### config.mk
export PLATFORM = sky130hd
export DESIGN_NAME = tpc_pin_unit
export DESIGN_NICKNAME = d
export VERILOG_FILES = /design/src/rtl/tpc_pkg.sv /design/src/rtl/tpc_pin_sync.sv /design/src/rtl/tpc_event_flags.sv /design/src/rtl/tpc_pin_drive.sv /design/src/rtl/tpc_pin_unit.sv
export SDC_FILE = /design/constraint.sdc
export NUM_CORES = 1
export LEC_CHECK = 0
export BUFFER_PORTS_ARGS = -buffer_cell sky130_fd_sc_hd__buf_2
export CORE_MARGIN = 10
export CORE_UTILIZATION = 36
export CTS_CLUSTER_SIZE = 12
export DETAILED_ROUTE_END_ITERATION = 8
export HOLD_SLACK_MARGIN = 0.08
export PLACE_DENSITY = 0.86
export SLEW_MARGIN = 10
export SYNTH_ARGS = -nofsm -noshare
export SYNTH_HDL_FRONTEND = slang
export SYNTH_SLANG_ARGS = --single-unit
### constraint.sdc
create_clock -name clk_i -period 1.3 [get_ports clk_i]
set_clock_uncertainty 0.1 [all_clocks]
set_input_delay 0.065 -clock clk_i [delete_from_list [all_inputs] [get_ports clk_i]]
set_output_delay 0.065 -clock clk_i [all_outputs]
set_load 0.05 [all_outputs]
### src/rtl/tpc_pkg.sv
package tpc_pkg;
  localparam int unsigned REG_W     = 32;
  localparam int unsigned FLAG_W    = 4;
  localparam int unsigned LEVEL_BIT = 8;
  localparam logic [REG_W-1:0] MODE_MASK = 32'h0003_0337;

  typedef enum logic [2:0] {
    FN_OFF     = 3'd0,
    FN_CAPTURE = 3'd1,
    FN_COMPARE = 3'd2,
    FN_PWM     = 3'd3,
    FN_GPIO    = 3'd4
  } pin_fn_e;

  typedef struct packed {
    logic [1:0] edge_sel;
    logic       open_drain;
    logic       irq_en;
    logic       gpio_drive;
    logic       gpio_val;
    pin_fn_e    fn;
  } mode_t;

  function automatic mode_t decode_mode(input logic [REG_W-1:0] w);
    mode_t m;
    m.fn         = pin_fn_e'(w[2:0]);
    m.gpio_val   = w[4];
    m.gpio_drive = w[5];
    m.irq_en     = w[8];
    m.open_drain = w[9];
    m.edge_sel   = w[17:16];
    return m;
  endfunction
endpackage

### src/rtl/tpc_pin_sync.sv
module tpc_pin_sync #(
  parameter int unsigned SYNC_STAGES = 2
) (
  input  logic clk_i,
  input  logic rst_ni,
  input  logic pin_i,
  output logic level_o,
  output logic rise_o,
  output logic fall_o
);
  localparam int unsigned CHAIN_W = SYNC_STAGES + 1;

  logic [CHAIN_W-1:0] chain_q;

  generate
    for (genvar i = 0; i < CHAIN_W; i++) begin : g_stage
      if (i == 0) begin : g_first
        always_ff @(posedge clk_i or negedge rst_ni)
          if (!rst_ni) chain_q[i] <= 1'b0;
          else         chain_q[i] <= pin_i;
      end else begin : g_next
        always_ff @(posedge clk_i or negedge rst_ni)
          if (!rst_ni) chain_q[i] <= 1'b0;
          else         chain_q[i] <= chain_q[i-1];
      end
    end
  endgenerate

  // last stage holds the previous synchronised level
  assign level_o = chain_q[SYNC_STAGES-1];
  assign rise_o  =  chain_q[SYNC_STAGES-1] & ~chain_q[SYNC_STAGES];
  assign fall_o  = ~chain_q[SYNC_STAGES-1] &  chain_q[SYNC_STAGES];
endmodule

### src/rtl/tpc_event_flags.sv
module tpc_event_flags #(
  parameter int unsigned NUM_FLAGS = 4
) (
  input  logic                 clk_i,
  input  logic                 rst_ni,
  input  logic [NUM_FLAGS-1:0] set_i,
  input  logic [NUM_FLAGS-1:0] clr_i,
  output logic [NUM_FLAGS-1:0] flags_o
);
  generate
    for (genvar i = 0; i < NUM_FLAGS; i++) begin : g_flag
      always_ff @(posedge clk_i or negedge rst_ni)
        if (!rst_ni)       flags_o[i] <= 1'b0;
        else if (set_i[i]) flags_o[i] <= 1'b1;  // set wins over clear
        else if (clr_i[i]) flags_o[i] <= 1'b0;
    end
  endgenerate
endmodule

### src/rtl/tpc_pin_drive.sv
module tpc_pin_drive
  import tpc_pkg::*;
(
  input  mode_t mode_i,
  output logic  pin_o,
  output logic  pin_oe_o
);
  logic drive_en;

  // capture use makes the pin input-only
  assign drive_en = (mode_i.fn == FN_GPIO) && mode_i.gpio_drive &&
                    (mode_i.edge_sel == 2'b00);
  assign pin_o    = mode_i.open_drain ? 1'b0 : mode_i.gpio_val;
  assign pin_oe_o = drive_en && !(mode_i.open_drain && mode_i.gpio_val);
endmodule

### src/rtl/tpc_pin_unit.sv
module tpc_pin_unit
  import tpc_pkg::*;
#(
  parameter int unsigned SYNC_STAGES = 2
) (
  input  logic             clk_i,
  input  logic             rst_ni,
  input  logic             addr_i,
  input  logic             wr_i,
  input  logic [REG_W-1:0] wdata_i,
  output logic [REG_W-1:0] rdata_o,
  input  logic             pin_i,
  output logic             pin_o,
  output logic             pin_oe_o,
  output logic             irq_o
);
  logic [REG_W-1:0]  mode_q;
  mode_t             mode;
  logic              level, rise, fall, hit;
  logic [FLAG_W-1:0] flags, flag_set, flag_clr;
  logic [REG_W-1:0]  status_word;

  always_ff @(posedge clk_i or negedge rst_ni)
    if (!rst_ni)                mode_q <= '0;
    else if (wr_i && !addr_i)   mode_q <= wdata_i & MODE_MASK;

  assign mode = decode_mode(mode_q);

  tpc_pin_sync #(.SYNC_STAGES(SYNC_STAGES)) sync_i (
    .clk_i   (clk_i),
    .rst_ni  (rst_ni),
    .pin_i   (pin_i),
    .level_o (level),
    .rise_o  (rise),
    .fall_o  (fall)
  );

  assign hit = (mode.fn != FN_OFF) &&
               ((mode.edge_sel[0] && rise) || (mode.edge_sel[1] && fall));

  assign flag_set = {{(FLAG_W-1){1'b0}}, hit};
  assign flag_clr = (wr_i && addr_i) ? wdata_i[FLAG_W-1:0] : '0;

  tpc_event_flags #(.NUM_FLAGS(FLAG_W)) flags_i (
    .clk_i   (clk_i),
    .rst_ni  (rst_ni),
    .set_i   (flag_set),
    .clr_i   (flag_clr),
    .flags_o (flags)
  );

  tpc_pin_drive drive_i (
    .mode_i   (mode),
    .pin_o    (pin_o),
    .pin_oe_o (pin_oe_o)
  );

  always_comb begin
    status_word              = '0;
    status_word[FLAG_W-1:0]  = flags;
    status_word[LEVEL_BIT]   = level;
  end

  assign rdata_o = addr_i ? status_word : mode_q;
  assign irq_o   = (|flags) && mode.irq_en;
endmodule

; ---- Yosys cells after proc, flatten, opt, wreduce, memory -nomap -nowiden
; Cells that the tools add are included.
[classes]
muxes = 5
bitwise = 4
eq_ne = 1
n_reduce_logical = 16
[op_table]
columns = operator, n
row1 = $mux W18, 1
row2 = $logic_and A1 B1 Y1, 10
row3 = $mux W1, 4
row4 = $eq A3 B3 Y1 const B, 1
row5 = $reduce_bool A3 Y1, 1
row6 = $and A1 B1 Y1, 2
row7 = $logic_not A1 Y1, 2
row8 = $logic_not A2 Y1, 1
row9 = $not A1 Y1, 2
row10 = $reduce_bool A2 Y1, 1
row11 = $logic_or A1 B1 Y1, 1
[totals]
output_inout_bits = 35
reg_bits = 13
in_bits = 37

; ---- Logic depth before layout (Yosys ltp)
[logic_depth]
word_depth = 6
ltp_mapped = 3
ltp_nobuf = 3

; ---- By module
; Synthesis repeated with hierarchy kept, for this count alone.
[unflattened]
cells_unflattened = 83
area_unflattened_um2 = 952.2
[by_module_without_submodules]
columns = mod, cells_each, area_each_um2, n_inst, seq_area_each_um2
row1 = tpc_pin_unit, 62, 688.2, 1, 225.2
row2 = tpc_event_flags, 12, 145.1, 1, 100.1
row3 = tpc_pin_sync, 5, 90.1, 1, 75.1
row4 = tpc_pin_drive, 4, 28.8, 1, 0.0

; ---- Least setup slack after synthesis
; No wires, ideal clock.
[synth_timing]
path_kind = flip-flop to output port
startpoint = reg mode_q[17]
endpoint = out pin_oe_o
n_path_buf = 0
arrival_time_ps = 1695
slack_ps = -560
path_stages_with_launch = 3
path_cell_list = dfrtp_1 nand4bb_1 a2111oi_2
[synth_between]
elab_chain_cells = 3
[synth_rtl]
columns = item, line
row1 = "start, declared", tpc_pin_unit.sv:17  ; logic [REG_W-1:0] mode_q;
row2 = "start signal, assigned", tpc_pin_unit.sv:25  ; else if (wr_i && !addr_i) mode_q <= wdata_i & MODE_MASK;
row3 = $logic_not A2 Y1, tpc_pin_drive.sv:12  ; (mode_i.edge_sel == 2'b00);
row4 = $logic_and A1 B1 Y1, tpc_pin_drive.sv:11  ; assign drive_en = (mode_i.fn == FN_GPIO) && mode_i.gpio_drive &&
row5 = $logic_and A1 B1 Y1, tpc_pin_drive.sv:14  ; assign pin_oe_o = drive_en && !(mode_i.open_drain && mode_i.gpio_val);
row6 = "end, declared", tpc_pin_unit.sv:14  ; output logic pin_oe_o,
; Every way passes these cells.

; ---- Worst setup path after layout
; Ends and elaborated chain as after synthesis.

==> out/metrics.yaml <==
status: "finished, violations left"
violations: "negative setup slack"
io_buffers: 25
final_cell_mix: "23 x conb_1, 14 x buf_2, 13 x dlygate4sd3_1"
cts_buffers: 3
endpoint_kind: "primary output"
start_util: 0.369
dp_hpwl_um: 1460
crit_family: "flip-flops"
cp_max_fo: 2
clock.fmax_mhz: 666
final_cell_area_um2: 1170
slew_violations: 0
n_antenna_cell: 0
ys_ff_latch: 13
fp.dieH_um: 67.2
grtUsageTotal: 0.0899
fp.dieW_um: 67.2
globalplace.congestion: 0.758
pin_count: 72
num_vias: 593
r2r_start: "mode_q[2]$_DFFE_PN0P_"
hold_path_class: "in -> async"
drt_iter0_markers: 13
fin_cells: 142
synth.distinct_cells: 18
vdd_drop_max_mv: 0.747
fin_nets: 152
finalCritPeriodShare: 1.15
syn_area_um2: 801
dp_slack_ns: -0.00250
num_rows: 17
max_stage_delay_ns: 0.38
via_per_inst: 4.18
cts_sinks: 13
worst_slack_ns: -0.201
placed_area_um2: 890
crit_path_top_delay_cell: "dfrtp_1"
setup_violations: 2
wl_per_cell_um: 14.7
wl_um: 2090
drt-pass1-iter-count: 2
cp.arrival_ns: 1.34
nFillCells: 189
synth_warnings: 0
crit_required_ns: 1.13
hold_viol_final: 0
final.min_clock_period_ns: 1.50
crit_path_cell_trace: "nand4bb_4, a2111oi_4, buf_6"
areaGrowthSynthToFinish_pct: 45.9
clkLatencyLatePin_ns: 0.28
use_met2: 0.147
grt_busiest_layer: "met2"
use_met1: 0.0997
drc: 0
placedCellCount: 121
synthCells: 68
antenna_found_initial: 0
final_common_cell: "conb_1"
rsz0062_at_grt: "true"
leakage_nw: 0.569
fp.dieArea_um2: 4510
syn_area_per_cell_um2: 11.8
grt_pass1_wl_um: 3090
ant_nets: 0
crit_buf_inv: 1
maxCapViolCount: 0
crit_type: "reg -> out"
start_kind: "register"
drive_above_1_share: 0.491
power_density_nw_per_um2: 1230
critical_path.startpoint: "mode_q[17]$_DFFE_PN0P_"
cts_root_buf: "clkbuf_4"
gr-total-overflow: 0
clk_pin_slew_ns: 0.08
clk_path_buf_depth: 2
cts_tree: "yes"
grt_pass1_vias: 614
grt_max_degree: 14
coreArea_um2: 2170
htreeDepth: 1
synth_seq_area_share: 0.406
gr-usage-met3: 0.0446
==> power breakdown <==
group          switching [mW]  internal (mW)  leakage [nW]
Sequential             0.0599          0.462         0.147
Clock                   0.133          0.114        0.0177
Combinational           0.417          0.253         0.404
==> worst paths after layout <==
check,end,slack (ns),cells past startpoint
worst max-delay path,pin_oe_o,-0.20,3
worst min-delay path,mode_q[5]$_DFFE_PN0P_,0.11,2
worst max register to register,flags_i.flags_o[0]$_DFFE_PN0P_,0.05,2
worst min register to register,sync_i.level_o$_DFF_PN0_,0.25,0
max in group asynchronous,mode_q[9]$_DFFE_PN0P_,0.74,2
min in group clk_i,mode_q[17]$_DFFE_PN0P_,0.20,3
==> cell usage after synthesis <==
cell type,count,area [um2]
buf_4,23,173
dfrtp_1,13,325
nor2b_1,8,50.1
mux2_4,7,105
mux2_2,4,45.0
a2111oi_2,1,15.0
a22o_1,1,8.76
and2_1,1,6.26
buf_2,1,5.00
buf_6,1,11.3
conb_1,1,3.75
nand2_1,1,3.75
nand3_1,1,5.00
nand3b_1,1,7.51
nand4bb_1,1,11.3
nor2b_4,1,13.8
o21ai_0,1,5.00
or3_1,1,6.26
==> kinds of logic (layout without fill, tap and decap cells) <==
| family | after synthesis | after routing | synth area share |
|---|---|---|---|
| AO/OA/AOI/OAI | 3 | 3 | 0.0359 |
| flip-flops | 13 | 13 | 0.406 |
| multiplexers | 11 | 11 | 0.187 |
| AND/OR/NAND/NOR | 15 | 15 | 0.130 |
| other | 1 | 23 | 0.00468 |
| buffers and inverters | 25 | 49 | 0.236 |
==> sequential cells by signal, indices dropped and copies added, names as in the netlist <==
name             count
sync_i.level_o       1
flags_i.flags_o      1
sync_i.chain_q       2
mode_q               9
==> timing repair <==
| action | in CTS | in global routing |
|---|---|---|
| gates cloned | 0 | 0 |
| hold buffers | 13 | 0 |
| resized for setup | 13 | 17 |
| endpoints found under the hold margin | 24 | 0 |
| endpoints found under the setup margin | 7 | 11 |
| setup buffers | 3 | 1 |
==> metal layers <==
metal  part of all wire  up-vias
met1               0.36      282
met2               0.49       37
met3               0.15        2
met5                  0        -
met4             0.0029        0
li1                   -      272
==> layout make-up <==
| cell class | instances | area (um2) | area share |
|---|---|---|---|
| repair buffers | 45 | 369 | 0.316 |
| flip-flops and latches | 13 | 330 | 0.283 |
| multi-input cells | 52 | 407 | 0.348 |
| well taps | 28 | 35.0 | 0.0300 |
| clock buffers | 3 | 22.5 | 0.0193 |
| clock inverters | 1 | 5.00 | 0.00428 |
==> through the flow <==
step                      utilization  TNS (ns)  total power, mW  hold slack (ns)
after detailed placement        0.410  -0.00250             1.07           -0.133
after CTS                       0.517    -0.229             1.41           0.0918
after global routing            0.539    -0.419             1.52            0.114
after global placement          0.410         0             1.06           -0.142
after floorplan                     -   -0.0926             1.00           -0.331
final                           0.539    -0.222             1.44            0.109
==> worst reg2reg max path, stage by stage (launching register included) <==
cell and delay, ns:
dfrtp_2 0.45, or3_1 0.37, a22o_1 0.21
(Power assumes the default switching activity.)
